<file path="config.mk">
export PLATFORM = sky130hd
export DESIGN_NAME = alu2op
export DESIGN_NICKNAME = d
export VERILOG_FILES = /design/src/rtl/alu2op.sv
export SDC_FILE = /design/constraint.sdc
export NUM_CORES = 1
export LEC_CHECK = 0
export ABC_AREA = 1
export BUFFER_PORTS_ARGS = -buffer_cell sky130_fd_sc_hd__buf_4
export CORE_ASPECT_RATIO = 0.75
export CORE_MARGIN = 2
export CORE_UTILIZATION = 63
export CTS_BUF_LIST = sky130_fd_sc_hd__clkbuf_16
export DETAILED_ROUTE_END_ITERATION = 8
export GPL_TIMING_DRIVEN = 1
export MAX_ROUTING_LAYER = met4
export PLACE_DENSITY = 0.95
export SETUP_SLACK_MARGIN = 0.15
export SYNTH_ARGS = -nofsm -noshare
export SYNTH_HDL_FRONTEND = slang
export SYNTH_SLANG_ARGS = --single-unit
</file>
<file path="constraint.sdc">
create_clock -name clk -period 1.9 [get_ports clk]
set_clock_uncertainty 0.05 [all_clocks]
set_input_delay 0 -clock clk [delete_from_list [all_inputs] [get_ports clk]]
set_output_delay 0 -clock clk [all_outputs]
set_load 0.05 [all_outputs]
</file>
<file path="src/rtl/alu2op.sv">
module alu2op #(
  parameter int W = 16
) (
  input  logic         clk,
  input  logic         rst_n,
  input  logic         in_valid,
  input  logic [3:0]   op,
  input  logic         byte_mode,
  input  logic [W-1:0] src,
  input  logic [W-1:0] dst,
  input  logic         c_in,
  output logic         out_valid,
  output logic [W-1:0] result,
  output logic         wr_en,
  output logic [3:0]   flags,
  output logic [3:0]   flag_mask
);
  localparam int H  = W / 2;
  localparam int ND = W / 4;
  localparam int NB = H / 4;

  localparam logic [3:0] OP_MOV = 4'd0, OP_ADD = 4'd1, OP_ADDC = 4'd2,
                         OP_SUB = 4'd3, OP_SUBC = 4'd4, OP_CMP = 4'd5,
                         OP_DADD = 4'd6, OP_BIT = 4'd7, OP_BIC = 4'd8,
                         OP_BIS = 4'd9, OP_XOR = 4'd10, OP_AND = 4'd11;

  logic is_sub;
  assign is_sub = (op == OP_SUB) || (op == OP_SUBC) || (op == OP_CMP);

  logic [W-1:0] bop;
  logic         cin_eff;
  assign bop     = is_sub ? ~src : src;
  assign cin_eff = (op == OP_SUB || op == OP_CMP) ? 1'b1 :
                   (op == OP_ADDC || op == OP_SUBC) ? c_in : 1'b0;

  logic [H:0] lo_sum, hi_sum;
  assign lo_sum = {1'b0, dst[H-1:0]} + {1'b0, bop[H-1:0]} + {{H{1'b0}}, cin_eff};
  assign hi_sum = {1'b0, dst[W-1:H]} + {1'b0, bop[W-1:H]} + {{H{1'b0}}, lo_sum[H]};

  logic [W-1:0] add_res;
  logic         add_c;
  assign add_res = {hi_sum[H-1:0], lo_sum[H-1:0]};
  assign add_c   = byte_mode ? lo_sum[H] : hi_sum[H];

  logic [ND:0]  dcy;
  logic [W-1:0] dec_res;
  assign dcy[0] = c_in;

  for (genvar i = 0; i < ND; i++) begin : g_digit
    logic [4:0] s5;
    logic       over;
    assign s5   = {1'b0, src[4*i +: 4]} + {1'b0, dst[4*i +: 4]} + {4'd0, dcy[i]};
    assign over = s5 > 5'd9;
    assign dec_res[4*i +: 4] = over ? (s5[3:0] + 4'd6) : s5[3:0];
    assign dcy[i+1] = over;
  end

  logic dec_c;
  assign dec_c = byte_mode ? dcy[NB] : dcy[ND];

  logic [W-1:0] raw, rm;
  logic         we, n_f, z_f, ma, mb;
  logic [3:0]   fl, mk;

  always_comb begin
    raw = '0;
    we  = 1'b0;
    case (op)
      OP_MOV:                            begin raw = src;          we = 1'b1; end
      OP_ADD, OP_ADDC, OP_SUB, OP_SUBC:  begin raw = add_res;      we = 1'b1; end
      OP_CMP:                            raw = add_res;
      OP_DADD:                           begin raw = dec_res;      we = 1'b1; end
      OP_BIT:                            raw = src & dst;
      OP_BIC:                            begin raw = ~src & dst;   we = 1'b1; end
      OP_BIS:                            begin raw = src | dst;    we = 1'b1; end
      OP_XOR:                            begin raw = src ^ dst;    we = 1'b1; end
      OP_AND:                            begin raw = src & dst;    we = 1'b1; end
      default: ;
    endcase
  end

  assign rm  = byte_mode ? {{(W-H){1'b0}}, raw[H-1:0]} : raw;
  assign n_f = byte_mode ? rm[H-1] : rm[W-1];
  assign z_f = (rm == '0);
  assign ma  = byte_mode ? dst[H-1] : dst[W-1];
  assign mb  = byte_mode ? bop[H-1] : bop[W-1];

  always_comb begin
    fl = 4'b0000;
    mk = 4'b0000;
    case (op)
      OP_ADD, OP_ADDC, OP_SUB, OP_SUBC, OP_CMP: begin
        fl = {(ma == mb) && (n_f != ma), n_f, z_f, add_c};
        mk = 4'b1111;
      end
      OP_DADD: begin
        fl = {1'b0, n_f, z_f, dec_c};
        mk = 4'b1111;
      end
      OP_BIT, OP_AND: begin
        fl = {1'b0, n_f, z_f, ~z_f};
        mk = 4'b1111;
      end
      OP_XOR: begin
        fl = {byte_mode ? (src[H-1] & dst[H-1]) : (src[W-1] & dst[W-1]), n_f, z_f, ~z_f};
        mk = 4'b1111;
      end
      default: ;
    endcase
  end

  always_ff @(posedge clk or negedge rst_n) begin
    if (!rst_n) begin
      out_valid <= 1'b0;
      result    <= '0;
      wr_en     <= 1'b0;
      flags     <= 4'b0000;
      flag_mask <= 4'b0000;
    end else begin
      out_valid <= in_valid;
      if (in_valid) begin
        result    <= rm;
        wr_en     <= we;
        flags     <= fl;
        flag_mask <= mk;
      end
    end
  end
endmodule


</file>
==> impl_metrics.env, run 1 <==
export IMPL_dp_hpwl_um=14200
export IMPL_cts_sinks=23
export IMPL_rows=25
export IMPL_yosys_area_top_type="nand2_1"
export IMPL_synth_cell_types=37
export IMPL_synth_edff_count=0
export IMPL_ys_flop_type="dfrtp_1"
export IMPL_dp_cells=951
export IMPL_ioPinCount=67
export IMPL_start_util_pct=64.8
export IMPL_avgSynthCellArea_um2=6.16
export IMPL_synthCells=661
export IMPL_netlist_area_mm2=0.00407
export IMPL_cts_resized_gates=92
export IMPL_synth_top_area_share_pct=19.0
export IMPL_numPortBuffers=66
export IMPL_die_h_um=73.6
export IMPL_htree_levels=1
export IMPL_synth_nets=762
export IMPL_pre_cts_ws_ns=-5.19
export IMPL_async_flop_share_pct=100
export IMPL_cts_setup_buffers=50
export IMPL_ctsRootBufferMaster="clkbuf_16"
export IMPL_synth_ff_latch_count=23
export IMPL_failed_stage="4_1_cts"
export IMPL_ys_warn_count=0
export IMPL_cts_buffers=3
export IMPL_die_x_um=96.9
export IMPL_ctsLongestPathBuffers=2
export IMPL_synth_area_top_cells="nand2_1, ha_1, dfrtp_1"
export IMPL_status="aborted with a tool error"
export IMPL_ctsHoldBuffers=3
export IMPL_seq_area_frac_synth_pct=14.1
export IMPL_firstError="[ERROR DPL-0038] Utilization greater than 100%, impossible to legalize"
export IMPL_gp_congestion=1.02
[metrics by stage]
stage	area, um2	util (%)	hold slack (ns)
3_5_place_dp	5920	94.2	-0.130
3_3_place_gp	5920	94.2	-0.139
2_1_floorplan	4210	-	-0.346
[synth_stat cells (2+ instances only)]
cell / count
o211ai_1: 10
xnor2_1: 3
nor2_1: 45
o21ai_0: 26
nand4_1: 11
a21oi_1: 33
fa_1: 12
nand3b_1: 2
o21ai_1: 6
nand3_1: 64
dfrtp_1: 23
nand2_1: 206
clkbuf_1: 4
xor2_1: 16
inv_2: 7
buf_1: 2
a31oi_1: 6
o22ai_1: 7
or2_2: 9
o31ai_1: 2
nand2_2: 4
buf_6: 2
buf_2: 3
inv_1: 94
ha_1: 48
buf_4: 5
[cell families after synthesis]
kind of cell	Yosys count	share of synthesized area [%]
simple gates	345	36.0
buf+inv	118	11.8
compound gates	96	13.4
fa+ha+maj	60	20.6
flops	23	14.1
xor+xnor	19	4.08
==> run 2, diff against run 1 <==
CORE_ASPECT_RATIO = default   (was 0.75)
CORE_UTILIZATION = 40   (was 63)
CTS_BUF_LIST = default   (was sky130_fd_sc_hd__clkbuf_16)
MAX_ROUTING_LAYER = default   (was met4)
PLACE_DENSITY = default   (was 0.95)
PLACE_DENSITY_LB_ADDON = 0.15   (was default)
SETUP_SLACK_MARGIN = default   (was 0.15)
==> impl_metrics.env, run 2 <==
export IMPL_status="complete, but fails checks"
export IMPL_violations="negative setup slack"
export IMPL_drive_gt1_share_pct=43.9
export IMPL_synthCells=661
export IMPL_synth_nets=762
export IMPL_insertion_delay_ns=0.27
export IMPL_regMostFlops="result"
export IMPL_p_int_uw=2300
export IMPL_die_area_mm2=0.0110
export IMPL_cts_sinks=23
export IMPL_final_cells=1092
export IMPL_synth_ff_latch_count=23
export IMPL_avgSynthCellArea_um2=6.16
export IMPL_timing_fmax_mhz=148
export IMPL_core_area_mm2=0.00982
export IMPL_grtUsageTotal_pct=27.8
export IMPL_holdWs_ns=0.0956
export IMPL_critical_path_class="primary input to register"
export IMPL_synthMostInstantiatedCell="nand2_1"
export IMPL_synth_edff_count=0
export IMPL_fin_nets=1061
export IMPL_ioPinCount=67
export IMPL_tightest_slew_ns=0.439
export IMPL_syn_to_final_growth_pct=73.3
export IMPL_die_x_um=105
export IMPL_critPathMostFrequentCell="buf_4"
export IMPL_start_kind="primary input"
export IMPL_finalSetupTns_ns=-56.41
export IMPL_min_path_type="primary input to register"
export IMPL_finalWorstSetupSlack_ns=-4.86
export IMPL_place_area_mm2=0.00610
export IMPL_multi_input_area_mm2=0.00338
export IMPL_dp_cells=1013
export IMPL_grt_pass1_vias=5525
export IMPL_seq_area_frac_synth_pct=14.1
export IMPL_power_density_mw_per_mm2=591
export IMPL_gp_congestion=0.953
export IMPL_fin_crit_ns=6.76
export IMPL_yosys_area_top_type="nand2_1"
export IMPL_final_cell_mix="buf_4, nand2_1, inv_1"
export IMPL_drc=0
export IMPL_ant_nets=0
export IMPL_crit_arrival_ns=6.86
export IMPL_num_vias=5556
export IMPL_numPortBuffers=66
export IMPL_final_common_cell="buf_4"
export IMPL_ys_flop_type="dfrtp_1"
export IMPL_crit_path_max_fanout=2
export IMPL_antennaDiodeCount=0
export IMPL_grt_max_degree=27
export IMPL_power_frac_seq_pct=14.3
export IMPL_cp_end_kind="register"
export IMPL_die_h_um=105
export IMPL_ir_drop_uv=471
export IMPL_drtIter0Drc=232
export IMPL_ctsRootBufferMaster="clkbuf_8"
export IMPL_async_flop_share_pct=100
export IMPL_largestRegisters="result: 16 flops, flags: 4 flops"
export IMPL_routedWlPerCell_um=14.6
export IMPL_rsz0062_at_grt="yes"
export IMPL_cp_required_ns=2.00
export IMPL_swShare_pct=44.8
export IMPL_netlist_area_mm2=0.00407
export IMPL_ctsLongestPathBuffers=2
export IMPL_dp_hpwl_um=11600
export IMPL_rows=36
export IMPL_crit_slowest_cell="fa_2"
export IMPL_p_clk_share_pct=7.5
export IMPL_synth_cell_types=37
export IMPL_hold_violations=0
export IMPL_p_leak_uw=0.00395
export IMPL_antenna_found_initial=0
export IMPL_regArea_um2=576
export IMPL_clk_pin_slew_ns=0.09
export IMPL_crit_path_max_incr_delay_ns=0.57
export IMPL_first_pass_iters=5
export IMPL_overflow=0
export IMPL_power_share_combinational_pct=78.3
export IMPL_grt_pass1_wl_um=25100
export IMPL_ys_warn_count=0
export IMPL_synthTopCellsByCount="nand2_1, inv_1, nand3_1, ha_1, nor2_1"
export IMPL_start_util_pct=41.5
export IMPL_slew_viol_final=0
export IMPL_n_fill_cell=820
export IMPL_finalCritPeriodShare_pct=356
export IMPL_cap_violations=0
export IMPL_synth_top_area_share_pct=19.0
export IMPL_power_total_uw=4170
export IMPL_cts_buffers=3
export IMPL_vias_per_cell=5.09
export IMPL_wl_um=15900
export IMPL_max_slew_margin_pct=70.5
export IMPL_synth_area_top_cells="nand2_1, ha_1, dfrtp_1"
export IMPL_largest_reg_flops=16
export IMPL_final_area_mm2=0.00706
export IMPL_setup_violations=18
export IMPL_htree_levels=1
export IMPL_cts_tree="done"
export IMPL_p_sw_uw=1870
run 2: path summary, 6_finish.rpt:
path,startpoint,end,cells past startpoint,slack (ns)
hold / removal,op[3],wr_en,5,0.1
setup / recovery,src[0],flags[0],54,-4.86
setup reg to reg,wr_en,wr_en,2,1.15
min in group asynchronous,rst_n,result[15],2,0.11
hold reg to reg,result[14],result[14],2,0.43
max in group asynchronous,rst_n,flags[2],2,1.44
run 2: repair_timing:
action,4_1_cts,5_1_grt
endpoints found under the setup margin,19,19
resized for setup,39,52
hold buffers,3,0
hold endpoints to repair,25,0
pin swaps,35,48
buffers inserted,64,13
run 2: through the flow:
| step | worst slack [ns] | utilization [%] |
|---|---|---|
| 2_1_floorplan | -4.43 | - |
| 3_3_place_gp | -4.70 | 62.1 |
| 3_5_place_dp | -4.91 | 62.1 |
| 4_1_cts | -4.51 | 69.1 |
| 5_1_grt | -4.96 | 71.9 |
| 6_report | -4.86 | 71.9 |
run 2: area by class of cell:
cell class	count	area share, %
flip-flops and latches	23	8.15
repair buffers	310	35.3
clock buffers	4	0.638
multi-input cells	520	47.9
inverters	102	5.67
well taps	133	2.36
run 2: cells by family after synthesis:
group / after synthesis / synth area share [%]
and+or+nand+nor: 345 / 36.0
buffers and inverters: 118 / 11.8
adders and majority gates: 60 / 20.6
DFF: 23 / 14.1
xor gates and xnor gates: 19 / 4.08
AOI/OAI and AO/OA: 96 / 13.4
run 2: critical path, delay by kind of cell:
| family | cells | cell delay (ns) |
|---|---|---|
| buf+inv | 40 | 4.92 |
| simple gates | 12 | 0.95 |
| fa+ha+maj | 2 | 0.97 |
run 2: per-layer routing:
| layer | wire [um] | global-route usage, % | vias to the layer above | share of wire [%] |
|---|---|---|---|---|
| met2 | 7950 | 50.5 | 189 | 50 |
| met3 | 785 | 2.99 | 57 | 4.9 |
| met4 | 653 | 10.8 | 0 | 4.1 |
| li1 | - | - | 2729 | - |
| met5 | 0 | 0 | - | 0 |
| met1 | 6540 | 33.3 | 2581 | 41 |
run 2: power groups by stage:
stage               Combinational [uW]  Clock (uW)  Sequential, uW
detailed placement                2490           0             605
CTS                               2960         316             596
global route                      3530         341             603
floorplan                         1180           0             837
global placement                  2430           0             602
finish                            3270         312             595
(Power assumes the default switching activity.)
==> run 3, diff against run 2 <==
ABC_AREA = 0   (was 1)
==> impl_metrics.env, run 3 <==
export IMPL_overflow=0
export IMPL_ant_nets=0
export IMPL_power_density_mw_per_mm2=595
export IMPL_drc=0
export IMPL_yosys_area_top_type="ha_1"
export IMPL_cap_violations=0
export IMPL_multi_input_area_mm2=0.00394
export IMPL_ir_drop_uv=504
export IMPL_async_flop_share_pct=100
export IMPL_reg2reg_from="flags[3]"
export IMPL_cp_required_ns=2.05
export IMPL_fin_crit_ns=6.83
export IMPL_routedWlPerCell_um=18.9
export IMPL_timing_fmax_mhz=147
export IMPL_cts_sinks=23
export IMPL_critPathMostFrequentCell="fa_2"
export IMPL_tightest_slew_ns=0.850
export IMPL_cts_tree="done"
export IMPL_finalWorstSetupSlack_ns=-4.93
export IMPL_yosys_area_share_simple_pct=20.4
export IMPL_gp_congestion=0.977
export IMPL_slew_viol_final=0
export IMPL_regMostFlops="result"
export IMPL_cts_buffers=3
export IMPL_startpoint="src[0]"
export IMPL_vias_per_cell=5.75
export IMPL_largestRegisters="result: 16 flops, flags: 4 flops"
export IMPL_drive_gt1_share_pct=50.1
export IMPL_synthCells=556
export IMPL_pre_cts_ws_ns=-5.26
export IMPL_crit_path_max_incr_delay_ns=0.55
export IMPL_avgSynthCellArea_um2=7.84
export IMPL_ff2ff_path_depth=1
export IMPL_hold_violations=0
export IMPL_largest_reg_flops=16
export IMPL_wl_um=19000
export IMPL_die_h_um=108
export IMPL_ys_flop_type="dfrtp_1"
export IMPL_start_kind="primary input"
export IMPL_final_area_mm2=0.00763
export IMPL_start_util_pct=40.6
export IMPL_rsz0062_at_grt="yes"
export IMPL_htree_levels=1
export IMPL_synth_adder_area_share_pct=19.3
export IMPL_synth_nets=657
export IMPL_setup_violations=20
export IMPL_ctsLongestPathBuffers=2
export IMPL_ctsRootBufferMaster="clkbuf_8"
export IMPL_clk_pin_slew_ns=0.08
export IMPL_regArea_um2=576
export IMPL_grt_pass1_wl_um=29900
export IMPL_drtIter0Drc=400
export IMPL_synth_ff_latch_count=23
export IMPL_synthTopCellsByCount="ha_1, nor2_1, inv_1, a21oi_1, nand2_1"
export IMPL_n_fill_cell=858
export IMPL_first_pass_iters=7
export IMPL_final_cell_mix="buf_4, nor2_1, inv_1, ha_1, buf_6"
export IMPL_fin_nets=968
export IMPL_dp_hpwl_um=13700
export IMPL_seq_area_frac_synth_pct=13.2
export IMPL_p_leak_uw=0.00367
export IMPL_max_slew_margin_pct=42.8
export IMPL_antenna_found_initial=0
export IMPL_syn_to_final_growth_pct=75.0
export IMPL_synth_edff_count=0
export IMPL_grt_max_degree=41
export IMPL_synth_top_family_by_area="compound AO/OA/AOI/OAI gates"
export IMPL_synth_xor_area_share_pct=6.03
export IMPL_rows=38
export IMPL_synth_area_top_cells="ha_1, dfrtp_1, fa_1"
export IMPL_synth_compound_area_share_pct=29.9
export IMPL_violations="negative setup slack"
export IMPL_grtUsageTotal_pct=32.5
export IMPL_antennaDiodeCount=0
export IMPL_critical_path_class="primary input to register"
export IMPL_die_x_um=108
export IMPL_ioPinCount=67
export IMPL_final_common_cell="buf_4"
export IMPL_place_area_mm2=0.00667
export IMPL_cp_end_kind="register"
export IMPL_num_vias=5788
export IMPL_crit_arrival_ns=6.98
export IMPL_status="complete, but fails checks"
export IMPL_insertion_delay_ns=0.26
export IMPL_synth_top_area_share_pct=13.8
export IMPL_min_path_type="primary input to async pin"
export IMPL_numPortBuffers=66
export IMPL_die_area_mm2=0.0117
export IMPL_core_area_mm2=0.0107
export IMPL_crit_slowest_cell="fa_2"
export IMPL_crit_path_max_fanout=3
export IMPL_finalCritPeriodShare_pct=359
export IMPL_synth_mux_area_share_pct=3.21
export IMPL_ys_warn_count=0
export IMPL_netlist_area_mm2=0.00436
export IMPL_grt_pass1_vias=5965
export IMPL_synth_cell_types=76
-- run 3: area by class of cell --
class	instances	share of cell area (%)
Tap cell	140	2.30
Inverter	46	2.26
Timing Repair Buffer	338	35.6
Clock buffer	4	0.591
Sequential cell	23	7.55
Multi-Input combinational cell	455	51.7
-- run 3: metrics by stage --
step / std cells / power [uW] / setup TNS, ns / util (%) / hold slack (ns)
floorplan: 556 / 2260 / -53.62 / - / -0.346
global placement: 934 / 3380 / -61.32 / 62.0 / -0.147
detailed placement: 934 / 3460 / -62.65 / 62.0 / -0.144
CTS: 1013 / 4470 / -61.68 / 70.5 / 0.0818
global route: 1006 / 4820 / -64.11 / 71.0 / 0.149
finish: 1006 / 4540 / -61.23 / 71.0 / 0.128
-- run 3: path summary, 6_finish.rpt --
check                      slack [ns]          to
setup / recovery                -4.93    flags[1]
hold / removal                   0.13  result[13]
setup reg to reg                 0.98    flags[3]
hold reg to reg                  0.46   result[9]
max in group asynchronous        1.44   result[6]
min in group clk                 0.13    flags[2]
-- run 3: worst max-delay path: cells and delay by family --
| family | cells | cell delay (ns) |
|---|---|---|
| compound gates | 10 | 1.72 |
| fa+ha+maj | 11 | 3.74 |
| simple gates | 4 | 0.82 |
| xor+xnor | 2 | 0.33 |
| buf+inv | 6 | 0.40 |
-- run 3: report_power, final --
| group | total, uW | switching, uW | internal, uW |
|---|---|---|---|
| logic | 3650 | 1790 | 1860 |
| clock network | 301 | 151 | 150 |
| registers | 595 | 40.2 | 555 |
| total | 4540 | 1980 | 2560 |
-- run 3: cell families after synthesis --
kind of cell,after synthesis
muxes,13
and+or+nand+nor,169
AOI/OAI and AO/OA,183
DFF,23
adders and majority gates,60
buffers and inverters,78
xor gates and xnor gates,30
-- run 3: metal layers --
| layer | track usage, % | up-vias | wire (um) |
|---|---|---|---|
| met3 | 2.95 | 72 | 1100 |
| met5 | 0 | - | 0 |
| met1 | 39.7 | 2764 | 7470 |
| li1 | - | 2686 | - |
| met2 | 58.7 | 266 | 9510 |
| met4 | 13.0 | 0 | 930 |
-- run 3: what timing repair did --
item / in CTS / in global routing
buffers inserted: 78 / 26
hold endpoints to repair: 24 / 0
hold buffers: 2 / 0
gates resized for setup: 71 / 41
endpoints found under the setup margin: 20 / 20
pin swaps: 29 / 18
